===== src/rtl/rtc_pkg.sv =====
package rtc_pkg;
  localparam int NREG = 7;
  localparam int AW = 3;

  localparam logic [AW-1:0] ADR_SEC   = 3'd0;
  localparam logic [AW-1:0] ADR_MIN   = 3'd1;
  localparam logic [AW-1:0] ADR_HOUR  = 3'd2;
  localparam logic [AW-1:0] ADR_DATE  = 3'd3;
  localparam logic [AW-1:0] ADR_MONTH = 3'd4;
  localparam logic [AW-1:0] ADR_DOW   = 3'd5;
  localparam logic [AW-1:0] ADR_YEAR  = 3'd6;

  function automatic logic [7:0] bcd_inc(input logic [7:0] v);
    if (v[3:0] == 4'h9) return {v[7:4] + 4'd1, 4'h0};
    else                return {v[7:4], v[3:0] + 4'd1};
  endfunction

  function automatic logic leap_year(input logic [7:0] y);
    if (!y[4]) return (y[3:0] == 4'h0) || (y[3:0] == 4'h4) || (y[3:0] == 4'h8);
    else       return (y[3:0] == 4'h2) || (y[3:0] == 4'h6);
  endfunction

  function automatic logic [7:0] month_days(input logic [7:0] m, input logic leap);
    case (m)
      8'h02:                      return leap ? 8'h29 : 8'h28;
      8'h04, 8'h06, 8'h09, 8'h11: return 8'h30;
      default:                    return 8'h31;
    endcase
  endfunction

  function automatic logic [7:0] field_mask(input logic [AW-1:0] a);
    case (a)
      ADR_SEC:   return 8'hFF;
      ADR_MIN:   return 8'h7F;
      ADR_HOUR:  return 8'hBF;
      ADR_DATE:  return 8'h3F;
      ADR_MONTH: return 8'h1F;
      ADR_DOW:   return 8'h07;
      ADR_YEAR:  return 8'hFF;
      default:   return 8'h00;
    endcase
  endfunction
endpackage


===== src/rtl/rtc_prescaler.sv =====
module rtc_prescaler #(
  parameter int DIV = 32768,
  localparam int CW = $clog2(DIV)
) (
  input  logic          clk_i,
  input  logic          rst_ni,
  input  logic          tick_i,
  input  logic          run_i,
  input  logic          clr_i,
  output logic          pulse_o,
  output logic [CW-1:0] cnt_o
);
  localparam logic [CW-1:0] LAST = CW'(DIV - 1);

  logic [CW-1:0] cnt_q;

  always_ff @(posedge clk_i or negedge rst_ni) begin
    if (!rst_ni)                 cnt_q <= '0;
    else if (clr_i)              cnt_q <= '0;
    else if (tick_i && run_i)    cnt_q <= (cnt_q == LAST) ? '0 : cnt_q + CW'(1);
  end

  assign pulse_o = tick_i && run_i && !clr_i && (cnt_q == LAST);
  assign cnt_o   = cnt_q;
endmodule


===== src/rtl/rtc_clock_chain.sv =====
module rtc_clock_chain
  import rtc_pkg::*;
(
  input  logic       clk_i,
  input  logic       rst_ni,
  input  logic       pulse_i,
  input  logic [2:0] wr_i,     // sec, min, hour
  input  logic [7:0] wdata_i,
  output logic [7:0] sec_o,
  output logic [7:0] min_o,
  output logic [7:0] hour_o,
  output logic       day_o
);
  logic [7:0] sec_q, min_q, hour_q;
  logic [7:0] hour_nx;
  logic       hour_carry;
  logic       sec_wrap, min_wrap, min_adv, hour_adv;

  assign sec_wrap = (sec_q[6:0] == 7'h59);
  assign min_wrap = (min_q[6:0] == 7'h59);
  assign min_adv  = pulse_i && sec_wrap;
  assign hour_adv = min_adv && min_wrap;

  always_comb begin
    hour_carry = 1'b0;
    if (hour_q[7]) begin
      if (hour_q[4:0] == 5'h11) begin
        hour_nx    = {2'b10, ~hour_q[5], 5'h12};
        hour_carry = hour_q[5];
      end else if (hour_q[4:0] == 5'h12) begin
        hour_nx = {2'b10, hour_q[5], 5'h01};
      end else begin
        hour_nx = bcd_inc({3'b000, hour_q[4:0]}) | {hour_q[7:5], 5'b0};
      end
    end else if (hour_q[5:0] == 6'h23) begin
      hour_nx    = 8'h00;
      hour_carry = 1'b1;
    end else begin
      hour_nx = bcd_inc(hour_q);
    end
  end

  always_ff @(posedge clk_i or negedge rst_ni) begin
    if (!rst_ni) begin
      sec_q  <= 8'h00;
      min_q  <= 8'h00;
      hour_q <= 8'h00;
    end else begin
      if (wr_i[0])      sec_q <= wdata_i;
      else if (pulse_i) sec_q <= sec_wrap ? {sec_q[7], 7'h00}
                                          : (bcd_inc({1'b0, sec_q[6:0]}) | {sec_q[7], 7'b0});
      if (wr_i[1])      min_q <= wdata_i;
      else if (min_adv) min_q <= min_wrap ? 8'h00 : bcd_inc(min_q);
      if (wr_i[2])       hour_q <= wdata_i;
      else if (hour_adv) hour_q <= hour_nx;
    end
  end

  assign sec_o  = sec_q;
  assign min_o  = min_q;
  assign hour_o = hour_q;
  assign day_o  = hour_adv && hour_carry;
endmodule


===== src/rtl/rtc_calendar_chain.sv =====
module rtc_calendar_chain
  import rtc_pkg::*;
(
  input  logic       clk_i,
  input  logic       rst_ni,
  input  logic       day_i,
  input  logic [3:0] wr_i,     // date, month, dow, year
  input  logic [7:0] wdata_i,
  output logic [7:0] date_o,
  output logic [7:0] month_o,
  output logic [7:0] dow_o,
  output logic [7:0] year_o
);
  logic [7:0] date_q, month_q, year_q;
  logic [2:0] dow_q;
  logic       date_wrap, month_adv, month_wrap, year_adv;

  assign date_wrap  = (date_q == month_days(month_q, leap_year(year_q)));
  assign month_adv  = day_i && date_wrap;
  assign month_wrap = (month_q == 8'h12);
  assign year_adv   = month_adv && month_wrap;

  always_ff @(posedge clk_i or negedge rst_ni) begin
    if (!rst_ni) begin
      date_q  <= 8'h01;
      month_q <= 8'h01;
      dow_q   <= 3'd1;
      year_q  <= 8'h00;
    end else begin
      if (wr_i[0])    date_q <= wdata_i;
      else if (day_i) date_q <= date_wrap ? 8'h01 : bcd_inc(date_q);
      if (wr_i[1])        month_q <= wdata_i;
      else if (month_adv) month_q <= month_wrap ? 8'h01 : bcd_inc(month_q);
      if (wr_i[2])    dow_q <= wdata_i[2:0];
      else if (day_i) dow_q <= (dow_q == 3'd7) ? 3'd1 : dow_q + 3'd1;
      if (wr_i[3])       year_q <= wdata_i;
      else if (year_adv) year_q <= (year_q == 8'h99) ? 8'h00 : bcd_inc(year_q);
    end
  end

  assign date_o  = date_q;
  assign month_o = month_q;
  assign dow_o   = {5'b0, dow_q};
  assign year_o  = year_q;
endmodule


===== src/rtl/rtc_bcd_core.sv =====
module rtc_bcd_core
  import rtc_pkg::*;
#(
  parameter int DIV = 32768,
  localparam int CW = $clog2(DIV)
) (
  input  logic          clk_i,
  input  logic          rst_ni,
  input  logic          tick_i,
  input  logic          rd_latch_i,
  input  logic          reg_wr_i,
  input  logic [AW-1:0] reg_addr_i,
  input  logic [7:0]    reg_wdata_i,
  output logic [7:0]    reg_rdata_o
);
  logic [NREG-1:0]      wr_sel;
  logic [7:0]           wdata_m;
  logic [NREG-1:0][7:0] live;
  logic [NREG-1:0][7:0] shadow_q;
  logic                 sec_pulse;
  logic                 day_adv;
  logic [CW-1:0]        pre_cnt;

  always_comb begin
    wr_sel = '0;
    if (reg_wr_i && (int'(reg_addr_i) < NREG)) wr_sel[reg_addr_i] = 1'b1;
  end
  assign wdata_m = reg_wdata_i & field_mask(reg_addr_i);

  rtc_prescaler #(.DIV(DIV)) i_prescaler (
    .clk_i   (clk_i),
    .rst_ni  (rst_ni),
    .tick_i  (tick_i),
    .run_i   (!live[ADR_SEC][7]),
    .clr_i   (wr_sel[ADR_SEC]),
    .pulse_o (sec_pulse),
    .cnt_o   (pre_cnt)
  );

  rtc_clock_chain i_clock_chain (
    .clk_i   (clk_i),
    .rst_ni  (rst_ni),
    .pulse_i (sec_pulse),
    .wr_i    (wr_sel[2:0]),
    .wdata_i (wdata_m),
    .sec_o   (live[ADR_SEC]),
    .min_o   (live[ADR_MIN]),
    .hour_o  (live[ADR_HOUR]),
    .day_o   (day_adv)
  );

  rtc_calendar_chain i_calendar_chain (
    .clk_i   (clk_i),
    .rst_ni  (rst_ni),
    .day_i   (day_adv),
    .wr_i    (wr_sel[6:3]),
    .wdata_i (wdata_m),
    .date_o  (live[ADR_DATE]),
    .month_o (live[ADR_MONTH]),
    .dow_o   (live[ADR_DOW]),
    .year_o  (live[ADR_YEAR])
  );

  // holding bank: one byte per field, reset to the live reset values
  for (genvar g = 0; g < NREG; g++) begin : g_hold
    localparam logic [7:0] RST = (g == 3 || g == 4 || g == 5) ? 8'h01 : 8'h00;
    always_ff @(posedge clk_i or negedge rst_ni) begin
      if (!rst_ni)         shadow_q[g] <= RST;
      else if (rd_latch_i) shadow_q[g] <= live[g];
    end
  end

  always_comb begin
    reg_rdata_o = 8'h00;
    if (int'(reg_addr_i) < NREG) reg_rdata_o = shadow_q[reg_addr_i];
  end
endmodule


===== config.mk =====
export PLATFORM = sky130hd
export DESIGN_NAME = rtc_bcd_core
export DESIGN_NICKNAME = d
export VERILOG_FILES = /design/src/rtl/rtc_pkg.sv /design/src/rtl/rtc_prescaler.sv /design/src/rtl/rtc_clock_chain.sv /design/src/rtl/rtc_calendar_chain.sv /design/src/rtl/rtc_bcd_core.sv
export SDC_FILE = /design/constraint.sdc
export NUM_CORES = 1
export LEC_CHECK = 0
export BUFFER_PORTS_ARGS = -buffer_cell sky130_fd_sc_hd__buf_2
export CAP_MARGIN = 15
export CORE_ASPECT_RATIO = 0.75
export CORE_MARGIN = 3
export CORE_UTILIZATION = 65
export CTS_CLUSTER_SIZE = 40
export DETAILED_ROUTE_END_ITERATION = 8
export PLACE_DENSITY = 0.83
export SLEW_MARGIN = 20
export SYNTH_ARGS = -nofsm -noshare
export SYNTH_HDL_FRONTEND = slang
export SYNTH_SLANG_ARGS = --single-unit

===== constraint.sdc =====
create_clock -name clk_i -period 5.2 [get_ports clk_i]
set_clock_uncertainty 0.1 [all_clocks]
set_input_delay 0.26 -clock clk_i [delete_from_list [all_inputs] [get_ports clk_i]]
set_output_delay 0.26 -clock clk_i [all_outputs]
set_load 0.005 [all_outputs]

* After elaboration in Yosys (flattened, before gate mapping)
Cells that the tools add are included.
** Word-level totals
- Output and inout bits :: 8
- Register bits after elaboration :: 117
- Bits of input ports :: 16
** Cells by class
- Multiplexer cells :: 52
- Equal/unequal tests :: 33
- Magnitude comparators :: 3
- Add/subtract/negate cells :: 15
- Reduce and logical (&&, ||, !) cells :: 39
- Bitwise gates (word level) :: 4
** Operators by type and width (count)
- 8-bit 2-to-1 mux :: 35
- 8-bit case mux with 6 select lines :: 1
- 15-bit 2-to-1 mux :: 3
- 4-bit by 1-bit adder with 4-bit output, second input constant :: 11
- 4-bit == test, second input constant :: 7
- 8-bit binary-select mux with 3-bit select :: 1
- 8-bit by 3-bit == test with 1-bit output, second input constant :: 2
- 8-bit by 5-bit == test with 1-bit output, second input constant :: 2
- 8-bit bitwise OR :: 2
- 8-bit case mux with 2 select lines :: 1
- 2-bit nonzero test :: 8
- 15-bit by 1-bit adder with 15-bit output, second input constant :: 1
- 15-bit == test, second input constant :: 1
- 7-bit == test, second input constant :: 2
- 3-bit == test, second input constant :: 4
- 2-bit AND reduction :: 6
- 3-bit nonzero test :: 4
- 5-bit == test, second input constant :: 2
- 1-bit logical AND :: 10
- 3-bit 2-to-1 mux :: 3
- 8-bit bitwise AND :: 1
- 4-bit by 3-bit == test with 1-bit output, second input constant :: 2
- 8-bit by 2-bit == test with 1-bit output, second input constant :: 1
- 8-bit by 4-bit == test with 1-bit output, second input constant :: 1
- 26 further kinds :: 35

* Logic depth before layout (Yosys ltp)
Gate-level depths: netlist of the first run.
- Depth after elaboration :: 15
- Gate-level depth with buffers :: 10

* Cells and area by module
From an unflattened synthesis of the first run, not the netlist that was laid out.
** Second synthesis, totals
- Cells, all modules :: 741
- Area total of the unflattened synthesis :: 7440.9 um2
** By module, submodules not included
- rtc_bcd_core :: times used 1, area each 2718.9 um2, cells an instance 209
- rtc_calendar_chain :: times used 1, area each 2134.5 um2, cells an instance 236
- rtc_clock_chain :: times used 1, area each 1715.4 um2, cells an instance 203
- rtc_prescaler :: times used 1, area each 872.1 um2, cells an instance 93

* Worst setup path after synthesis of the first run
OpenSTA, ideal clock, no wires.
- Kind :: register to register
- Start point :: register i_calendar_chain.month_q[4] (netlist: i_calendar_chain.month_o[4])
- End point :: register i_calendar_chain.month_q[6] (netlist: i_calendar_chain.month_o[6])
- Arrival :: 2.603 ns
- Stages on the path, launching flop included :: 10
- Slack :: 2.373 ns
- Cells stage by stage :: dfrtp_1 inv_1 ha_1 or3b_1 or3_1 a221oi_2 mux2i_1 nor2_1 and4b_2 a211o_2
** On the way
- Longest elaborated chain between the ends :: 7
** RTL lines
- from (decl) :: line rtc_calendar_chain.sv:14 : logic [7:0] date_q, month_q, year_q;
- from (signal assigned) :: line rtc_calendar_chain.sv:32 : if (wr_i[1]) month_q <= wdata_i;
- from (signal assigned) :: line rtc_calendar_chain.sv:33 : else if (month_adv) month_q <= month_wrap ? 8'h01 : bcd_inc(month_q);
- 8-bit by 3-bit == test with 1-bit output, or another cell as far along :: line rtc_pkg.sv:24 : case (m)
- 4-bit OR reduction :: line rtc_pkg.sv:24
- 8-bit case mux with 2 select lines :: line rtc_pkg.sv:24
- 8-bit == test :: line rtc_calendar_chain.sv:18 : assign date_wrap = (date_q == month_days(month_q, leap_year(year_q)));
- 1-bit logical AND :: line rtc_calendar_chain.sv:19 : assign month_adv = day_i && date_wrap;
- 2-bit nonzero test (no source line)
- 2-bit AND reduction (no source line)
Several ways; a longest one is shown, not always the timed one. The select of a mux whose other input is x is not followed.
A chain may end at the register's enable or synchronous reset.

* Worst setup path after layout of the first run
- Start point :: register i_clock_chain.hour_q[4] (netlist: i_clock_chain.hour_o[4])
- End point :: register i_calendar_chain.year_q[1] (netlist: i_calendar_chain.year_o[1])
** On the way
- Longest elaborated chain between the ends :: 7
** RTL lines
- from (decl) :: line rtc_clock_chain.sv:14 : logic [7:0] sec_q, min_q, hour_q;
- from (signal assigned) :: line rtc_clock_chain.sv:54 : if (wr_i[2]) hour_q <= wdata_i;
- from (signal assigned) :: line rtc_clock_chain.sv:55 : else if (hour_adv) hour_q <= hour_nx;
- 6-bit == test / 5-bit == test (equally long branches) :: line rtc_clock_chain.sv:35, rtc_clock_chain.sv:27
- 1-bit 2-to-1 mux, on equally long branches :: line rtc_clock_chain.sv:35, rtc_clock_chain.sv:27
- 1-bit 2-to-1 mux (*) :: line rtc_clock_chain.sv:26 : if (hour_q[7]) begin
- 1-bit logical AND (*) :: line rtc_clock_chain.sv:62 : assign day_o = hour_adv && hour_carry;
- 1-bit logical AND (*) :: line rtc_calendar_chain.sv:19
- 1-bit logical AND (*) :: line rtc_calendar_chain.sv:21 : assign year_adv = month_adv && month_wrap;
- 2-bit nonzero test (no source line) (*)
- to (signal assigned) :: line rtc_calendar_chain.sv:36 : if (wr_i[3]) year_q <= wdata_i;
- to (signal assigned) :: line rtc_calendar_chain.sv:37 : else if (year_adv) year_q <= (year_q == 8'h99) ? 8'h00 : bcd_inc(year_q);
- to (decl) :: line rtc_calendar_chain.sv:14
Every way passes the cells marked *; elsewhere a longest branch is shown, timed or not.

==> results_dict.tcl, run 1 <==
set metrics [dict create \
    antennaDiodeCount 0 \
    synth.most_common_cell "dfrtp_1" \
    root_buffer "clkbuf_16" \
    worstSetupEndpointType "register" \
    rsz0062_at_grt "no" \
    synth_edf_count 0 \
    mappedNetlistArea_sq_um 6790 \
    worstPathCellList "inv_1 > ha_1 > nand3b_1 > a2111oi_0 > nand4_1 > nor2_1 > nand2_1 > or4_1 > o211ai_1" \
    rr_worst_depth 9 \
    synth_ff_type "dfrtp_1" \
    p_leak_nw 3.17 \
    drt-initial-drc-count 729 \
    internal_power_mw 2.03 \
    max_freq_mhz 280 \
    wire_per_inst_um 21.4 \
    cts_tree "done" \
    rrSetupSlack_ns 1.63 \
    synth_compound_area_frac 0.131 \
    setup_viol 0 \
    clkPwrFrac 0.364 \
    drive_gt1_frac 0.182 \
    min_from "reg_wdata_i[7]" \
    crit_required_ns 5.43 \
    nets 753 \
    crit_buf_inv 1 \
    port-buffer-count 23 \
    ios 24 \
    powerDensity_nw_per_um2 392 \
    yosysSeqAreaShare 0.433 \
    cp.arrival_ns 3.79 \
    rows 31 \
    hold_path_class "input port to register" \
    die_h_um 94.5 \
    outcome "completed" \
    numCtsBuffers 17 \
    drv_cap 0 \
    avgSynthCellArea_sq_um 9.65 \
    synth_top_area_frac 0.409 \
    cts_sinks 117 \
    synth_xor_xnor_area_share 0.0116 \
    track_usage 0.344 \
    synth_adder_area_share 0.0387 \
    seq_power_share 0.447 \
    synth_cell_types 66 \
    vias_per_cell 6.79 \
    yosysWarnings 0 \
    clk_latency_ns 0.42 \
    period_needed_ns 3.57 \
    slew_violations 0 \
    p_sw_frac 0.310 \
    hold_viol 0 \
    synthCells 703 \
    drc 0 \
    worstHoldPathCells 3 \
    synthTopCellsByArea "dfrtp_1 41%, mux2_2 9.0%, nand2_1 4.3%" \
    coreArea_sq_um 9930 \
    routed_wirelength_um 18400 \
    ir_worst_vdd_mv 0.279 \
    synth_fp_nets 740 \
    grt_pass1_vias 5784 \
    ant_nets 0 \
    antenna_found_initial 0 \
    area_growth_pct 10.5 \
    rr_startpoint "i_clock_chain.hour_o[4]$_DFFE_PN0P_" \
    ctsHtreeMaxLevel 4 \
    multiInputGateArea_sq_um 3620 \
    critical_path_class "register to register" \
    die_x_um 124 \
    relSlewSlack 0.261 \
    r2r_end "i_calendar_chain.year_o[1]$_DFFE_PN0P_" \
    post_cts_buffers 0 \
    fin_util 0.756 \
    grt_start_max_net_pins 76 \
    clockBufferDepth 2 \
    critPathLaunchType "register" \
    dieArea_sq_um 11700 \
    regArea_sq_um 2940 \
    ys_async_sr_fraction 1.00 \
    drtPass1Iterations 5 \
    route.vias.total 5844 \
    synth-simple-area-share 0.211 \
    slowest_stage "nand4_1" \
    tightest_slew_ns 1.10 \
    hold_end "i_calendar_chain.year_o[7]$_DFFE_PN0P_" \
    dp_hpwl_um 12800 \
    synth_common_cells "111 x dfrtp_1, 77 x nand2_1, 54 x mux2_2" \
    initial_utilization 0.683 \
    finalCritPeriodShare 0.686 \
    comb_power_share 0.189 \
    synth_top_family_by_area "simple AND/OR/NAND/NOR gates" \
    tns_ns 0 \
    clk_pin_slew_ns 0.05 \
    synth_area_leader_cell "dfrtp_1" \
    crit_family "simple AND/OR/NAND/NOR gates" \
    max_stage_delay_ns 0.79 \
    yosys_register_bits 117 \
    gp_congestion 0.970 \
    holdWs_ns 0.0157 \
    synth_mux_area_frac 0.140 \
    cp_max_fo 18 \
    gr-total-overflow 0 \
    grt_pass1_wl_um 30400 \
    fillers 689 \
    switchingPower_uw 910 \
]
## tightest hold or removal path: stages
cell and delay (ns):
buf_2 0.10, nand3_1 0.07, nand3_1 0.08
## power groups by stage
stage,Sequential (mW),Clock (mW),Combinational (mW)
5_1_grt,1.34,1.11,0.623
3_3_place_gp,1.30,0,0.510
2_1_floorplan,1.20,0,0.453
6_report,1.31,1.07,0.556
4_1_cts,1.30,1.07,0.548
3_5_place_dp,1.31,0,0.538
## worst max path at each step
stage | from | endpoint | slack [ns] | depth (start not counted)
CTS | i_clock_chain.hour_o[4]$_DFFE_PN0P_ | i_calendar_chain.year_o[1]$_DFFE_PN0P_ | 1.78 | 9
finish | i_clock_chain.hour_o[4]$_DFFE_PN0P_ | i_calendar_chain.year_o[1]$_DFFE_PN0P_ | 1.63 | 9
global route | i_clock_chain.hour_o[4]$_DFFE_PN0P_ | i_calendar_chain.year_o[1]$_DFFE_PN0P_ | 1.38 | 9
global placement | reg_addr_i[1] | i_calendar_chain.year_o[1]$_DFFE_PN0P_ | 1.78 | 9
floorplan | i_calendar_chain.month_o[4]$_DFFE_PN0P_ | i_calendar_chain.month_o[6]$_DFFE_PN0P_ | 2.37 | 9
detailed placement | reg_addr_i[1] | i_calendar_chain.year_o[1]$_DFFE_PN0P_ | 1.66 | 9
## what timing repair did
item	CTS	global route
hold buffers	2	0
resized for setup	0	0
setup endpoints to repair	0	0
endpoints found under the hold margin	73	0
## layout by cell type (no fill, tap or decap), types with 6 or more instances in the layout
cell type / n
nor2_1: 51
o211ai_1: 7
clkbuf_16: 17
mux2_2: 54
nand2_1: 77
ha_1: 21
or3_1: 8
a31oi_1: 9
nor3b_1: 6
a21oi_1: 38
nand2b_1: 9
and3_1: 10
inv_1: 22
nand3_1: 40
buf_2: 22
mux4_2: 8
dfrtp_1: 111
or4_1: 6
dfstp_2: 6
mux2i_1: 15
and2_1: 9
nand4_1: 8
o21ai_0: 52
nor3_1: 23
clkbuf_1: 6
## final cells by class
class	instances	area share
well taps	132	0.0220
clock buffers	28	0.0689
multi-input cells	530	0.483
inverters	22	0.0110
flip-flops and latches	117	0.391
clock inverters	4	0.00267
repair buffers	28	0.0213
## layer usage
metal,part of all wire,GRT usage,routed length [um],vias to the layer above
met4,0.018,0.113,333,0
li1,-,-,-,2604
met2,0.45,0.507,8280,324
met3,0.096,0.105,1770,32
met1,0.44,0.487,8010,2884
met5,0,0,0,-
## cells by family after synthesis
kind of cell,after synthesis
adders and majority gates,21
muxes,78
AOI/OAI and AO/OA,144
xor gates and xnor gates,9
DFF,117
buffers and inverters,56
and+or+nand+nor,278
## flip-flops by register name, summed over array words and instances (netlist names)
name / cells
i_calendar_chain.date_o: 8
i_calendar_chain.dow_q: 3
i_calendar_chain.month_o: 8
i_calendar_chain.year_o: 8
i_clock_chain.hour_o: 8
i_clock_chain.min_o: 8
i_clock_chain.sec_o: 8
i_prescaler.cnt_o: 15
shadow_q: 51
## metrics by stage
step / area (sq um) / std cells / setup WS (ns) / power, mW
global route: 7500 / 861 / 1.38 / 3.08
detailed placement: 6940 / 827 / 1.66 / 1.85
global placement: 6940 / 827 / 1.78 / 1.81
floorplan: 6790 / 703 / 2.37 / 1.65
CTS: 7500 / 861 / 1.78 / 2.92
finish: 7500 / 861 / 1.63 / 2.94
Note: power is estimated with default switching activity, not from simulation.
==> run 2, diff against run 1 <==
--- a/config.mk
+++ b/config.mk
@@ -5,14 +5,15 @@
 export SDC_FILE = /design/constraint.sdc
 export NUM_CORES = 1
 export LEC_CHECK = 0
+export ABC_AREA = 1
 export BUFFER_PORTS_ARGS = -buffer_cell sky130_fd_sc_hd__buf_2
 export CAP_MARGIN = 15
 export CORE_ASPECT_RATIO = 0.75
 export CORE_MARGIN = 3
-export CORE_UTILIZATION = 65
+export CORE_UTILIZATION = 56
 export CTS_CLUSTER_SIZE = 40
 export DETAILED_ROUTE_END_ITERATION = 8
-export PLACE_DENSITY = 0.83
+export PLACE_DENSITY = 0.76
 export SLEW_MARGIN = 20
 export SYNTH_ARGS = -nofsm -noshare
 export SYNTH_HDL_FRONTEND = slang
==> constraint.sdc (replaced) <==
create_clock -name clk_i -period 3.12 [get_ports clk_i]
set_clock_uncertainty 0.1 [all_clocks]
set_input_delay 0.156 -clock clk_i [delete_from_list [all_inputs] [get_ports clk_i]]
set_output_delay 0.156 -clock clk_i [all_outputs]
set_load 0.005 [all_outputs]
==> run 2 against run 1 <==
  * Sequential power is 64% higher
  * Design area stayed put
  * Critical path depth is 2 higher
  * Total power is 71% higher
  * Synthesized cell count is 22% higher
  * Register-to-register slack worse by 0.98 ns
  * Via count is 4.2% higher
  * Critical path type unchanged
==> results_dict.tcl, run 2 <==
set metrics [dict create \
    p_leak_nw 3.50 \
    track_usage 0.293 \
    synth_edf_count 0 \
    synth_common_cells "204 x nand2_1, 115 x inv_1, 111 x dfrtp_1" \
    clk_latency_ns 0.42 \
    crit_top_cell "nand2_1" \
    clk_pin_slew_ns 0.05 \
    top_register "shadow_q" \
    rows 33 \
    yosysSeqAreaShare 0.440 \
    synth.most_common_cell "nand2_1" \
    synth_area_leader_cell "dfrtp_1" \
    ant_nets 0 \
    port-buffer-count 23 \
    die_h_um 101 \
    critical_path_class "register to register" \
    period_needed_ns 2.47 \
    max_freq_mhz 406 \
    clockBufferDepth 2 \
    cp.arrival_ns 2.67 \
    mappedNetlistArea_sq_um 6680 \
    outcome "completed" \
    worstSetupEndpointType "register" \
    gp_congestion 0.984 \
    ios 24 \
    grt_pass1_vias 5745 \
    postCtsResizedCells 0 \
    antenna_found_initial 0 \
    gr-total-overflow 0 \
    nets 925 \
    avgSynthCellArea_sq_um 7.78 \
    area_growth_pct 12.4 \
    synth_ff_type "dfrtp_1" \
    dp_hpwl_um 13300 \
    relSlewSlack 0.408 \
    tightest_slew_ns 0.888 \
    ctsHtreeMaxLevel 4 \
    vias_per_cell 5.77 \
    drc 0 \
    root_buffer "clkbuf_16" \
    place_ws_ns 0.705 \
    ir_worst_vdd_mv 0.381 \
    coreArea_sq_um 11300 \
    final_cell_mix "204 x nand2_1, 115 x inv_1, 111 x dfrtp_1" \
    yosysWarnings 0 \
    hold_path_class "input port to register" \
    drt-initial-drc-count 666 \
    synth_fp_nets 895 \
    final_cell_count_no_fill 1056 \
    drive_gt1_frac 0.121 \
    slowest_stage "dfrtp_1" \
    max_stage_delay_ns 0.46 \
    layout_setup_ws_ns 0.655 \
    dp.cells 1021 \
    power_mw 5.01 \
    drv_cap 0 \
    rsz0062_at_grt "no" \
    mostFrequentLayoutCell "nand2_1" \
    grt_pass1_wl_um 30600 \
    synthCells 858 \
    route.vias.total 6091 \
    cp_max_fo 12 \
    ys_async_sr_fraction 1.00 \
    yosys_register_bits 117 \
    post_cts_buffers 0 \
    antennaDiodeCount 0 \
    grt_start_max_net_pins 67 \
    crit_required_ns 3.32 \
    largest_register_ffs 51 \
    wire_per_inst_um 17.3 \
    numCtsBuffers 17 \
    setup_viol 0 \
    synthTopCellsByArea "dfrtp_1 42%, nand2_1 11%, o21ai_0 6.7%" \
    synth_top_area_frac 0.416 \
    slew_violations 0 \
    worstPathCellList "inv_1 > ha_1 > nand2_1 > nor2_1 > nand4_4 > nor2_2 > nand4_1 > nand2_1 > nand2_1 > nand2_1 > nand2_1" \
    hold_viol 0 \
    powerDensity_nw_per_um2 668 \
    finalCritPeriodShare 0.790 \
    dieArea_sq_um 13300 \
    initial_utilization 0.592 \
    drtPass1Iterations 5 \
    synth_cell_types 46 \
    tns_ns 0 \
    routed_wirelength_um 18300 \
    die_x_um 132 \
    cts_tree "done" \
    cts_sinks 117 \
    critPathLaunchType "register" \
]
==> run 2: changes by cell type after synthesis, sizes merged, moves of 9 or more <==
cell and delta:
mux2 -49, a21oi -15, inv +104, o22ai +37, o21ai +44, nor3 -18
nand2 +138, buf -9, and3 -10, mux2i -15, nor2 +25, nand2b -9
and2 -9
==> run 2: final cells by class <==
class,instances,area [sq um]
clock buffers,24,472
multi-input cells,592,3170
fillers,972,3770
repair buffers,31,215
flip-flops and latches,117,2940
clock inverters,6,30.0
inverters,129,485
well taps,157,196
==> run 2: where the power goes <==
part	leakage, nW	switching [mW]	internal, mW
sequential	1.51	0.307	1.85
clock	0.253	0.662	1.04
combinational	1.74	0.738	0.419
==> run 2: final timing paths <==
| kind | slack (ns) | end | start | cells after the start |
|---|---|---|---|---|
| worst min-delay path | 0.12 | i_calendar_chain.year_o[6]$_DFFE_PN0P_ | reg_wdata_i[6] | 5 |
| worst max register to register | 0.65 | i_calendar_chain.year_o[4]$_DFFE_PN0P_ | i_clock_chain.min_o[1]$_DFFE_PN0P_ | 11 |
| worst max-delay path | 0.65 | i_calendar_chain.year_o[4]$_DFFE_PN0P_ | i_clock_chain.min_o[1]$_DFFE_PN0P_ | 11 |
| max in group asynchronous | 1.85 | i_calendar_chain.date_o[0]$_DFFE_PN1P_ | rst_ni | 3 |
| min in group asynchronous | 0.23 | shadow_q[7]$_DFFE_PN0P_ | rst_ni | 2 |
| worst min register to register | 0.39 | shadow_q[32]$_DFFE_PN1P_ | shadow_q[32]$_DFFE_PN1P_ | 2 |
==> run 2: cell families (layout without fill, tap and decap cells) <==
| logic type | after synthesis | in the layout | synth area share |
|---|---|---|---|
| AO/OA/AOI/OAI | 185 | 185 | 0.159 |
| flip-flops | 117 | 117 | 0.440 |
| multiplexers | 6 | 6 | 0.0101 |
| XOR/XNOR | 20 | 20 | 0.0262 |
| AND/OR/NAND/NOR | 360 | 360 | 0.240 |
| adder cells (fa/ha/maj) | 21 | 21 | 0.0394 |
| buffers and inverters | 149 | 190 | 0.0857 |
==> run 2: worst max-delay path: cells and delay by family (launching register included) <==
kind	cells	cell delay (ns)
buffers and inverters	1	0.10
AND/OR/NAND/NOR	9	1.55
adder cells (fa/ha/maj)	1	0.14
flip-flops	1	0.46
==> run 2: per-layer routing <==
metal | track usage | vias up | part of all wire
li1 | - | 2887 | -
met1 | 0.443 | 2884 | 0.47
met5 | 0 | - | 0
met2 | 0.422 | 298 | 0.42
met3 | 0.0808 | 22 | 0.10
met4 | 0.0646 | 0 | 0.013
==> run 2: what timing repair did <==
action	CTS	global route
endpoints found under the hold margin	55	0
endpoints found under the setup margin	0	0
hold buffers	5	0
==> run 2: through the flow <==
| step | area [sq um] | utilization | hold slack, ns |
|---|---|---|---|
| after global placement | 6950 | 0.617 | 0.134 |
| final | 7500 | 0.666 | 0.124 |
| after detailed placement | 6950 | 0.617 | 0.143 |
| after CTS | 7500 | 0.666 | 0.117 |
| after global routing | 7500 | 0.666 | 0.163 |
| after floorplan | 6680 | - | -0.240 |
